===== src/rtl/dma_trig_pkg.sv =====
package dma_trig_pkg;

    typedef enum logic [1:0] {
        SRC_BUS_RX = 2'd0,
        SRC_BUS_TX = 2'd1,
        SRC_CNV    = 2'd2,
        SRC_WAV    = 2'd3
    } trig_src_e;

    typedef enum logic [1:0] {
        ST_ARMED   = 2'd0,
        ST_PULSE   = 2'd1,
        ST_PENDING = 2'd2
    } trig_st_e;

endpackage


===== src/rtl/dma_trig_flag.sv =====
// Bank of self-clearing event flags; a set in the same cycle as a clear wins.
module dma_trig_flag #(
    parameter int W = 1
) (
    input  logic         clk,
    input  logic         rst_n,
    input  logic [W-1:0] set_i,
    input  logic [W-1:0] clr_i,
    output logic [W-1:0] q_o
);

    always_ff @(posedge clk) begin
        if (!rst_n) begin
            q_o <= '0;
        end else begin
            q_o <= (q_o & ~clr_i) | set_i;
        end
    end

endmodule


===== src/rtl/dma_trig_cnv_qual.sv =====
// Captures the converter sequence setup and qualifies result flags for triggering.
module dma_trig_cnv_qual #(
    parameter int NRES = 16,
    localparam int IDXW = (NRES > 1) ? $clog2(NRES) : 1
) (
    input  logic            clk,
    input  logic            rst_n,
    input  logic            seq_start_i,
    input  logic            seq_multi_i,
    input  logic [IDXW-1:0] seq_end_i,
    input  logic [NRES-1:0] flags_i,
    input  logic            rd_i,
    input  logic [IDXW-1:0] rd_idx_i,
    output logic            qual_o,
    output logic            clr_hit_o
);

    logic            multi_q;
    logic [IDXW-1:0] end_q;

    always_ff @(posedge clk) begin
        if (!rst_n) begin
            multi_q <= 1'b0;
            end_q   <= '0;
        end else if (seq_start_i) begin
            multi_q <= seq_multi_i;
            end_q   <= seq_end_i;
        end
    end

    always_comb begin
        if (multi_q) begin
            qual_o    = flags_i[end_q];
            clr_hit_o = rd_i && (rd_idx_i == end_q);
        end else begin
            qual_o    = |flags_i;
            clr_hit_o = rd_i && flags_i[rd_idx_i];
        end
    end

endmodule


===== src/rtl/dma_trig_fsm.sv =====
// Request sequencer: one pulse per qualified event, re-armed by the DMA clear.
module dma_trig_fsm
    import dma_trig_pkg::*;
(
    input  logic clk,
    input  logic rst_n,
    input  logic qual_i,
    input  logic clr_i,
    output logic req_o
);

    trig_st_e state_q, state_d;

    always_ff @(posedge clk) begin
        if (!rst_n) begin
            state_q <= ST_ARMED;
        end else begin
            state_q <= state_d;
        end
    end

    always_comb begin
        state_d = state_q;
        unique case (state_q)
            ST_ARMED:   if (qual_i) state_d = ST_PULSE;
            ST_PULSE:   state_d = (clr_i || !qual_i) ? ST_ARMED : ST_PENDING;
            ST_PENDING: if (clr_i || !qual_i) state_d = ST_ARMED;
            default:    state_d = ST_ARMED;
        endcase
    end

    always_comb begin
        req_o = (state_q == ST_PULSE);
    end

endmodule


===== src/rtl/dma_trig_flash_gate.sv =====
// Lets a DMA flash write through only when the flash controller can take it.
module dma_trig_flash_gate (
    input  logic req_i,
    input  logic ready_i,
    input  logic busy_i,
    output logic go_o,
    output logic hold_o
);

    logic ok;

    always_comb begin
        ok     = ready_i && !busy_i;
        go_o   = req_i && ok;
        hold_o = req_i && !ok;
    end

endmodule


===== src/rtl/dma_trig_hub.sv =====
module dma_trig_hub
    import dma_trig_pkg::*;
#(
    parameter int NRES = 16,
    localparam int IDXW = (NRES > 1) ? $clog2(NRES) : 1
) (
    input  logic            clk,
    input  logic            rst_n,
    input  logic [1:0]      trig_sel,
    input  logic            bus_rx_set,
    input  logic            bus_rx_ie,
    input  logic            bus_tx_set,
    input  logic            bus_tx_ie,
    input  logic            dma_ack,
    input  logic [NRES-1:0] cnv_res_set,
    input  logic            cnv_seq_start,
    input  logic            cnv_seq_multi,
    input  logic [IDXW-1:0] cnv_seq_end,
    input  logic            dma_rd_res,
    input  logic [IDXW-1:0] dma_res_idx,
    input  logic            wav_set,
    input  logic            dma_wr_wav,
    input  logic            fl_wr_req,
    input  logic            fl_ready,
    input  logic            fl_busy,
    output logic            dma_req,
    output logic            rx_flag,
    output logic            tx_flag,
    output logic [NRES-1:0] cnv_flag,
    output logic            wav_flag,
    output logic            fl_wr_go,
    output logic            fl_wr_hold
);

    trig_src_e       src;
    logic            rx_clr, tx_clr;
    logic [NRES-1:0] cnv_clr;
    logic            cnv_qual, cnv_clr_hit;
    logic            sel_qual, sel_clr;

    assign src    = trig_src_e'(trig_sel);
    assign rx_clr = dma_ack && (src == SRC_BUS_RX);
    assign tx_clr = dma_ack && (src == SRC_BUS_TX);

    dma_trig_flag #(.W(1)) u_rx (
        .clk(clk), .rst_n(rst_n), .set_i(bus_rx_set), .clr_i(rx_clr), .q_o(rx_flag)
    );

    dma_trig_flag #(.W(1)) u_tx (
        .clk(clk), .rst_n(rst_n), .set_i(bus_tx_set), .clr_i(tx_clr), .q_o(tx_flag)
    );

    dma_trig_flag #(.W(1)) u_wav (
        .clk(clk), .rst_n(rst_n), .set_i(wav_set), .clr_i(dma_wr_wav), .q_o(wav_flag)
    );

    for (genvar i = 0; i < NRES; i++) begin : g_cnv_clr
        assign cnv_clr[i] = dma_rd_res && (dma_res_idx == IDXW'(i));
    end

    dma_trig_flag #(.W(NRES)) u_cnv (
        .clk(clk), .rst_n(rst_n), .set_i(cnv_res_set), .clr_i(cnv_clr), .q_o(cnv_flag)
    );

    dma_trig_cnv_qual #(.NRES(NRES)) u_cnv_qual (
        .clk        (clk),
        .rst_n      (rst_n),
        .seq_start_i(cnv_seq_start),
        .seq_multi_i(cnv_seq_multi),
        .seq_end_i  (cnv_seq_end),
        .flags_i    (cnv_flag),
        .rd_i       (dma_rd_res),
        .rd_idx_i   (dma_res_idx),
        .qual_o     (cnv_qual),
        .clr_hit_o  (cnv_clr_hit)
    );

    always_comb begin
        unique case (src)
            SRC_BUS_RX: begin sel_qual = rx_flag && !bus_rx_ie; sel_clr = dma_ack;     end
            SRC_BUS_TX: begin sel_qual = tx_flag && !bus_tx_ie; sel_clr = dma_ack;     end
            SRC_CNV:    begin sel_qual = cnv_qual;              sel_clr = cnv_clr_hit; end
            SRC_WAV:    begin sel_qual = wav_flag;              sel_clr = dma_wr_wav;  end
            default:    begin sel_qual = 1'b0;                  sel_clr = 1'b0;        end
        endcase
    end

    dma_trig_fsm u_fsm (
        .clk(clk), .rst_n(rst_n), .qual_i(sel_qual), .clr_i(sel_clr), .req_o(dma_req)
    );

    dma_trig_flash_gate u_flash (
        .req_i(fl_wr_req), .ready_i(fl_ready), .busy_i(fl_busy),
        .go_o(fl_wr_go), .hold_o(fl_wr_hold)
    );

endmodule


===== config.mk =====
export PLATFORM = sky130hd
export DESIGN_NAME = dma_trig_hub
export DESIGN_NICKNAME = d
export VERILOG_FILES = /design/src/rtl/dma_trig_pkg.sv /design/src/rtl/dma_trig_flag.sv /design/src/rtl/dma_trig_cnv_qual.sv /design/src/rtl/dma_trig_fsm.sv /design/src/rtl/dma_trig_flash_gate.sv /design/src/rtl/dma_trig_hub.sv
export SDC_FILE = /design/constraint.sdc
export NUM_CORES = 1
export LEC_CHECK = 0
export BUFFER_PORTS_ARGS = -buffer_cell sky130_fd_sc_hd__buf_2
export CAP_MARGIN = 20
export CELL_PAD_IN_SITES_DETAIL_PLACEMENT = 1
export CELL_PAD_IN_SITES_GLOBAL_PLACEMENT = 1
export CORE_MARGIN = 8
export CORE_UTILIZATION = 35
export CTS_BUF_LIST = sky130_fd_sc_hd__clkbuf_4 sky130_fd_sc_hd__clkbuf_8
export DETAILED_ROUTE_END_ITERATION = 12
export PLACE_DENSITY = 0.78
export SETUP_SLACK_MARGIN = 0.15
export SYNTH_ARGS = -nofsm -noshare
export SYNTH_HDL_FRONTEND = slang
export SYNTH_SLANG_ARGS = --single-unit

===== constraint.sdc =====
create_clock -name clk -period 2.3 [get_ports clk]
set_input_delay 0.69 -clock clk [delete_from_list [all_inputs] [get_ports clk]]
set_output_delay 0.69 -clock clk [all_outputs]
set_load 0.1 [all_outputs]

==> impl_metrics.toml, run 1 <==
[logic_synthesis]
yosysSeqAreaShare_pct = 35.0
synth_cell_types = 37
yosys_warnings = 0
synth.cell_area_um2 = 1490
synth_nets = 216
ys_ff_latch = 26
synthCells = 175
avgSynthCellArea_um2 = 8.50
synth_top_area_cell = "dfxtp_1"
synth.area.top_cells = "dfxtp_1 (35%), mux4_2 (7.6%), a21oi_1 (7.1%)"
yosysTopAreaCellShare_pct = 35.0

[clock_network]
clock-root-buffer = "clkbuf_8"
cts_tree = "built"
clock-sinks = 26
clk_pin_slew_ns = 0.09
cts_hold_buf = 0
clock_latency_ns = 0.27
clockBufferDepth = 2
ctsResizeCount = 0
cts_setup_buffers = 0
numCtsBuffers = 3
cts_max_level = 1

[drt]
drc = 0
antenna_left = 0
wl_per_cell_um = 16.6
routed_wl_mm = 4.64
first_iter_violations = 73
via_per_inst = 5.41
vias = 1515
drt_first_pass_iters = 4

[setup_path]
critical_path_class = "input port to primary output"
worstPathMaxFanout = 2
cpMaxStageDelayCell = "and3_2"
arrival_ns = 1.24
cp-end-kind = "primary output"
start_kind = "input port"
crit_chain = "buf_2, inv_1, and3_2, buf_12"
cpPeakStageDelay_ns = 0.20
worstPathRequired_ns = 1.61

[sta]
fin_worst_skew_ns = 0.00444
tns_ns = 0
finalCritPeriodShare_pct = 83.8
fmax_ghz = 0.519
max-slew-margin-rel_pct = 67.0
finalSetupViolCount = 0
rsz0062_at_grt = "no"
tightest_slew_ns = 0.498
final_max_slew_viol_count = 0
finalHoldViolations = 0
min_period_ns = 1.93

[power_and_ir_drop]
power_density_nw_per_um2 = 636
p_leak_nw = 0.888
ir_drop_uv = 258
p_total_w = 0.00120

[layout]
fin_nets = 273
area_delta_synth_final_pct = 27.1
num_antenna_cells = 0
drive_gt1_share_pct = 34.8

[floorplanning]
ioPinCount = 63
die_h_um = 81.2
coreArea_um2 = 4060
initial_core_util_pct = 36.7
fp.dieArea_um2 = 6590
fp.dieW_um = 81.2
rows = 23

[global_routing]
grt_pass1_vias = 1584
grt_first_pass_wirelength_mm = 7.36
antenna_found_initial = 0
grt_max_degree = 26
grt_use_total_pct = 14.1
grt_overflow_total = 0

[min_path]
hold_path.class = "flip-flop to flip-flop"

[place]
hpwlAfterDp_mm = 3.71
gp_congestion = 0.850
io_buffers = 62

[outcome]
status = "completed"

[job]
cap_violations = 0
synthesized netlist by cell type, drive strengths merged:
cell,instances
nor4,3
mux2i,8
o22ai,1
buf,5
mux4,5
a311oi,2
a31o,1
o21ai,9
o311ai,1
a31oi,2
or4,1
nor3b,3
nand3b,4
nor2b,2
inv,17
xor2,5
o31ai,5
nand2,5
and3,2
a21boi,2
or3b,1
dfxtp,26
a221oi,1
nor3,3
nor2,16
a21oi,21
nand4,3
nand2b,4
clkbuf,7
mux2,5
nand3,5
cells in the final DEF (no fill, tap or decap), types with 2 or more instances in the layout:
cell type and n:
a21oi_1 21, a31oi_1 2, buf_12 2, buf_2 60, buf_4 2, clkbuf_8 3
dfxtp_1 26, inv_1 16, mux2_1 3, mux2_2 2, mux2i_1 8, mux4_2 5
nand2_1 5, nand2b_1 4, nand3_1 5, nand3b_1 4, nand4_1 3, nor2_1 16
nor3_1 3, nor3b_1 3, nor4_1 3, o21ai_0 8, o31ai_1 5, xor2_1 5
layout make-up:
cell class | count | area (µm²)
clock buffer | 3 | 41.3
inverter | 17 | 63.8
tap | 50 | 62.6
sequential | 26 | 520
timing repair buffer | 64 | 355
multi-input combinational | 120 | 847
fill | 513 | 2170
worst max-delay path: cells and delay by family:
family	cells	cell delay, ns
buffers and inverters	3	0.33
AND/OR/NAND/NOR	1	0.20
flip-flops by register name, indices dropped and copies added, names as in the netlist:
name / cells
u_wav.q_o: 1
u_cnv.q_o: 16
u_cnv_qual.multi_q: 1
u_fsm.state_q: 2
u_rx.q_o: 1
u_cnv_qual.end_q: 4
u_tx.q_o: 1
worst paths after layout:
path                                          start  cells past startpoint  slack (ns)          endpoint
worst min register to register     u_fsm.state_q[0]                      1        0.46  u_fsm.state_q[0]
worst min-delay path               u_fsm.state_q[0]                      1        0.46  u_fsm.state_q[0]
worst max-delay path                        fl_busy                      4        0.37          fl_wr_go
worst max register to register  u_cnv_qual.end_q[2]                      5        0.61  u_fsm.state_q[1]
report_power, final:
part,total (W),switching [W],internal (W)
clock network,0.000259,0.000141,0.000118
registers,0.000524,0.0000426,0.000481
logic,0.000421,0.000301,0.000120
total,0.00120,0.000484,0.000719
kinds of logic (layout without fill, tap and decap cells):
kind of cell              after synthesis  after routing  synth area share [%]
muxes                                  18             18                  16.7
AOI/OAI and AO/OA                      45             45                  18.3
xor gates and xnor gates                5              5                  2.94
DFF                                    26             26                  35.0
and+or+nand+nor                        52             52                  18.5
buffers and inverters                  29             84                  8.58
metal layers:
| layer | share of wire, % | up-vias | global-route usage (%) |
|---|---|---|---|
| li1 | - | 733 | - |
| met1 | 43 | 733 | 17.2 |
| met2 | 49 | 44 | 24.2 |
| met3 | 6.6 | 5 | 2.76 |
| met4 | 1.1 | 0 | 4.29 |
| met5 | 0 | - | 0 |
metrics by stage:
stage	std cells	util [%]	setup WS (ns)	hold slack, ns	cell area [µm²]
detailed placement	277	45.6	0.248	0.452	1850
floorplan	175	-	0.0371	0.431	1500
global placement	277	45.6	0.310	0.450	1850
global route	280	46.6	0.340	0.496	1890
CTS	280	46.6	0.371	0.466	1890
finish	280	46.6	0.373	0.460	1890
Note: power is estimated with default switching activity, not from simulation.
==> inputs of run 2 (changes only) <==
ABC_AREA = 1   (was not set)
CORE_UTILIZATION = 33   (was 35)
clock period = 1.91 ns   (was 2.3 ns; I/O delays follow)
==> run 2 against run 1 <==
Against the previous run: sequential power is 20% higher; synthesized area is 3.9% higher; non-clock buffer count stayed put; worst setup slack worse by 0.16 ns; die area is 8.1% higher; clock power is 38% higher; critical path depth is 3 lower; clock skew is 0.0024 ns lower; final area is 6.9% higher; wire length is 12% higher; largest power group unchanged.
==> impl_metrics.toml, run 2 <==
[logic_synthesis]
synth.area.top_cells = "dfxtp_1 (34%), nand2_1 (14%), inv_1 (11%)"
ys_ff_latch = 26
synth_cell_types = 28
synth.cell_area_um2 = 1550
yosys_warnings = 0
synth_commonest_cells = "nand2_1 (59), inv_1 (44), nor2_1 (28)"
yosysSeqAreaShare_pct = 33.7
post-synth-top-count-cell = "nand2_1"
yosysTopAreaCellShare_pct = 33.7
synth_edf_count = 0
synth_flop_cell = "dfxtp_1"
synth_nets = 294
async_flop_share_pct = 0
synth_top_area_cell = "dfxtp_1"
avgSynthCellArea_um2 = 6.11
synthCells = 253

[floorplanning]
ioPinCount = 63
die_h_um = 84.4
fp.dieW_um = 84.4
initial_core_util_pct = 33.4
rows = 25
coreArea_um2 = 4630
fp.dieArea_um2 = 7130

[clock_network]
clk_pin_slew_ns = 0.09
cts_setup_buffers = 0
cts_tree = "built"
cts_hold_buf = 0
clock_latency_ns = 0.27
clock-root-buffer = "clkbuf_8"
cts_max_level = 1
clock-sinks = 26
clockBufferDepth = 2
numCtsBuffers = 3

[sta]
max-slew-margin-rel_pct = 66.6
finalCritPeriodShare_pct = 88.6
final_max_slew_viol_count = 0
tightest_slew_ns = 0.505
rsz0062_at_grt = "no"
finalSetupViolCount = 0
finalHoldViolations = 0
min_period_ns = 1.69
fmax_ghz = 0.591
fin_worst_skew_ns = 0.00207

[setup_path]
critical_path_class = "flip-flop to primary output"
r2r_cells = 10
crit_family = "buffers and inverters"
cp-end-kind = "primary output"
worstPathMaxFanout = 5
cp-endpoint = "cnv_flag[3]"
rr_endpoint = "u_fsm.state_q[1]"
worstPathRequired_ns = 1.34
timing.rr.start = "u_cnv_qual.end_q[1]"
startpoint = "u_cnv.q_o[3]"
worst-path-stages = 1
start_kind = "flip-flop"
cpPeakStageDelay_ns = 0.45
path_buf_inv = 1
crit_chain = "buf_2"
r2r_slack_ns = 0.49
arrival_ns = 1.12
cpMaxStageDelayCell = "buf_2"

[power_and_ir_drop]
p_total_w = 0.00153
power_density_nw_per_um2 = 756
ir_drop_uv = 275
p_leak_nw = 1.06

[global_routing]
grt_first_pass_wirelength_mm = 8.69
grt_max_degree = 17
grt_overflow_total = 0
antenna_found_initial = 0
grt_use_total_pct = 14.5
grt_pass1_vias = 1868

[layout]
final_util_pct = 43.7
design_area_um2 = 2020
num_antenna_cells = 0
reg_top3 = "u_cnv.q_o (16), u_cnv_qual.end_q (4), u_fsm.state_q (2)"
drive_gt1_share_pct = 29.8
largest_reg_flops = 16
final_cell_mix = "nand2_1 (58), buf_2 (58), inv_1 (43)"
top_register = "u_cnv.q_o"
area_delta_synth_final_pct = 30.9
fin_nets = 357

[drt]
routed_wl_mm = 5.17
antenna_left = 0
vias = 1799
first_iter_violations = 64
via_per_inst = 4.88
drt_first_pass_iters = 4
drc = 0
wl_per_cell_um = 14.0

[place]
gp_congestion = 0.820
hpwlAfterDp_mm = 4.28
io_buffers = 62
place_area_um2 = 1960

[outcome]
status = "completed"

[min_path]
hold_path.class = "flip-flop to flip-flop"

[job]
cap_violations = 0
[run 2: changes by cell type after synthesis, sizes merged, moves of 6 or more]
cell,before,now
a21oi,21,27
inv,17,45
mux2i,8,0
nand2,5,61
nand3,5,12
nor2,16,29
o21ai,9,31
[run 2: final cells by class]
type,count,area (µm²)
fill,662,2610
multi-input combinational,175,813
clock buffer,4,55.1
tap,54,67.6
timing repair buffer,64,373
inverter,46,173
sequential,26,541
[run 2: cells by family (layout without fill, tap and decap cells)]
logic type | Yosys count | after routing | synth area share, %
buffers and inverters | 52 | 114 | 14.7
AOI/OAI and AO/OA | 67 | 67 | 23.1
DFF | 26 | 26 | 33.7
and+or+nand+nor | 108 | 108 | 28.5
[run 2: timing repair]
item	CTS	global route
endpoints found under the setup margin	1	1
hold endpoints to repair	0	0
gates resized for setup	1	1
[run 2: power by group]
group          total [W]  internal (W)  switching, W
clock network   0.000357      0.000184      0.000173
logic           0.000542      0.000137      0.000405
registers       0.000630      0.000586     0.0000437
total            0.00153      0.000907      0.000622
[run 2: worst min-delay path by stage]
stage,slack [ns],depth (start not counted),end,from
3_3_place_gp,0.48,2,u_cnv.q_o[0],u_cnv.q_o[0]
6_report,0.50,2,u_cnv.q_o[0],u_cnv.q_o[0]
3_5_place_dp,0.49,2,u_cnv.q_o[0],u_cnv.q_o[0]
5_1_grt,0.51,3,u_rx.q_o,bus_rx_set
4_1_cts,0.50,3,u_tx.q_o,bus_tx_set
2_1_floorplan,0.48,2,u_cnv_qual.multi_q,u_cnv_qual.multi_q
[run 2: metal layers]
metal / GRT usage (%) / routed length (µm)
met3: 2.44 / 211
met5: 0 / 0
met1: 17.0 / 2290
met2: 26.6 / 2640
met4: 2.91 / 34
[run 2: stage by stage]
stage,setup slack [ns],TNS (ns),hold slack (ns),cells
after floorplan,-0.158,-0.158,0.478,253
after global placement,0.106,0,0.477,365
after detailed placement,0.0242,0,0.490,365
after CTS,0.208,0,0.503,369
after global routing,0.171,0,0.514,369
final,0.217,0,0.498,369
==> inputs of run 3 (changes only) <==
GPL_TIMING_DRIVEN = 0   (was not set)
==> run 3 against run 2 <==
Against the previous run: combinational power fell by 0.7%; critical path type is now input port to primary output; power down 3.1%; clock skew up 0.0074 ns; critical endpoint is now fl_wr_go; hold slack better by 0.0066 ns; utilization decreased by 0.43 points; first-iteration DRC count rose by 34%; sequential power is essentially flat.
==> impl_metrics.toml, run 3 (synthesized netlist as in run 2, its figures left out) <==
[setup_path]
cp-end-kind = "primary output"
crit_family = "buffers and inverters"
critical_path_class = "input port to primary output"
start_kind = "input port"
crit_chain = "buf_2, inv_2, nand2_2, nor2_4, buf_6"
timing.rr.start = "u_cnv_qual.end_q[1]"
arrival_ns = 1.12
worstPathRequired_ns = 1.34
path_buf_inv = 3
worstPathMaxFanout = 2
cpMaxStageDelayCell = "buf_6"
startpoint = "fl_busy"
cpPeakStageDelay_ns = 0.22

[clock_network]
cts_max_level = 1
clockBufferDepth = 2
clock-sinks = 26
clock_latency_ns = 0.27
cts_setup_buffers = 0
numCtsBuffers = 3
clock-root-buffer = "clkbuf_8"
clk_pin_slew_ns = 0.09
cts_tree = "built"
cts_hold_buf = 0

[layout]
largest_reg_flops = 16
layout.cells.non_filler = 370
layout_commonest_cell = "nand2_1"
nFillCells = 679
final_util_pct = 43.2
final_cell_mix = "nand2_1 (58), buf_2 (57), inv_1 (43)"
fin_nets = 359
reg_top3 = "u_cnv.q_o (16), u_cnv_qual.end_q (4), u_fsm.state_q (2)"
area_delta_synth_final_pct = 29.6
drive_gt1_share_pct = 29.4
top_register = "u_cnv.q_o"
num_antenna_cells = 0

[floorplanning]
fp.dieW_um = 84.4
ioPinCount = 63
fp.dieArea_um2 = 7130
rows = 25
initial_core_util_pct = 33.4
die_h_um = 84.4
coreArea_um2 = 4630

[drt]
drc = 0
vias = 1797
first_iter_violations = 86
via_per_inst = 4.86
routed_wl_mm = 5.22
antenna_left = 0
wl_per_cell_um = 14.1
drt_first_pass_iters = 4

[sta]
fin_worst_skew_ns = 0.00948
fmax_ghz = 0.591
finalSetupViolCount = 0
final_max_slew_viol_count = 0
max-slew-margin-rel_pct = 64.7
tightest_slew_ns = 0.530
min_period_ns = 1.69
finalCritPeriodShare_pct = 88.6
rsz0062_at_grt = "no"
finalHoldViolations = 0

[global_routing]
grt_overflow_total = 0
grt_use_total_pct = 15.0
busiest_layer = "met2"
use_met2_pct = 27.0
met1_usage_pct = 17.7
grt_pass1_vias = 1916
grt_first_pass_wirelength_mm = 8.91
antenna_found_initial = 0
grt_max_degree = 14
met3_usage_pct = 3.61

[job]
cap_violations = 0

[min_path]
hold_path.class = "flip-flop to flip-flop"
min_from = "u_cnv.q_o[12]"

[outcome]
status = "completed"

[place]
gp_congestion = 0.820
hpwlAfterDp_mm = 4.32
io_buffers = 60
dp_cells = 367

[power_and_ir_drop]
p_leak_nw = 1.05
power_density_nw_per_um2 = 740
ir_drop_uv = 465
-- run 3: what timing repair did --
action                                  in CTS  in global routing
pin swaps                                    0                  0
resized for setup                            3                  1
endpoints found under the setup margin       3                  1
-- run 3: path summary, 6_finish.rpt --
path	end	slack (ns)	cells after the start
setup / recovery	fl_wr_go	0.22	5
hold / removal	u_cnv.q_o[12]	0.50	2
setup reg to reg	u_fsm.state_q[1]	0.48	10
hold reg to reg	u_cnv.q_o[12]	0.50	2
-- run 3: area by class of cell --
type                       instances  area (µm²)  area share [%]
buffer                             6        55.1            2.75
clock buffer                       3        41.3            2.06
inverter                          46         173            8.63
multi-input combinational        175         813            40.6
sequential                        26         541            27.0
tap                               54        67.6            3.38
timing repair buffer              60         312            15.6
-- run 3: power by group --
group,internal [W],switching [W]
Combinational,0.000134,0.000403
Clock,0.000141,0.000173
Sequential,0.000586,0.0000443
Total,0.000862,0.000620
-- run 3: stage by stage --
stage	cell area (µm²)	power [W]	hold WS (ns)	TNS, ns	worst slack, ns
floorplan	1580	0.00104	0.478	-0.158	-0.158
global placement	1950	0.00117	0.482	0	0.0481
detailed placement	1950	0.00118	0.491	0	0.0201
CTS	2000	0.00150	0.507	0	0.154
global route	2000	0.00157	0.516	0	0.172
finish	2000	0.00148	0.504	0	0.217
-- run 3: worst min-delay path, stage by stage (launching register included) --
cell and delay, ns:
dfxtp_2 0.34, o21ai_0 0.07, a21oi_1 0.06
-- run 3: routing by layer --
metal,part of all wire (%),vias up
met4,0.56,0
met3,4.4,2
met1,45,825
li1,-,933
met2,50,37
met5,0,-
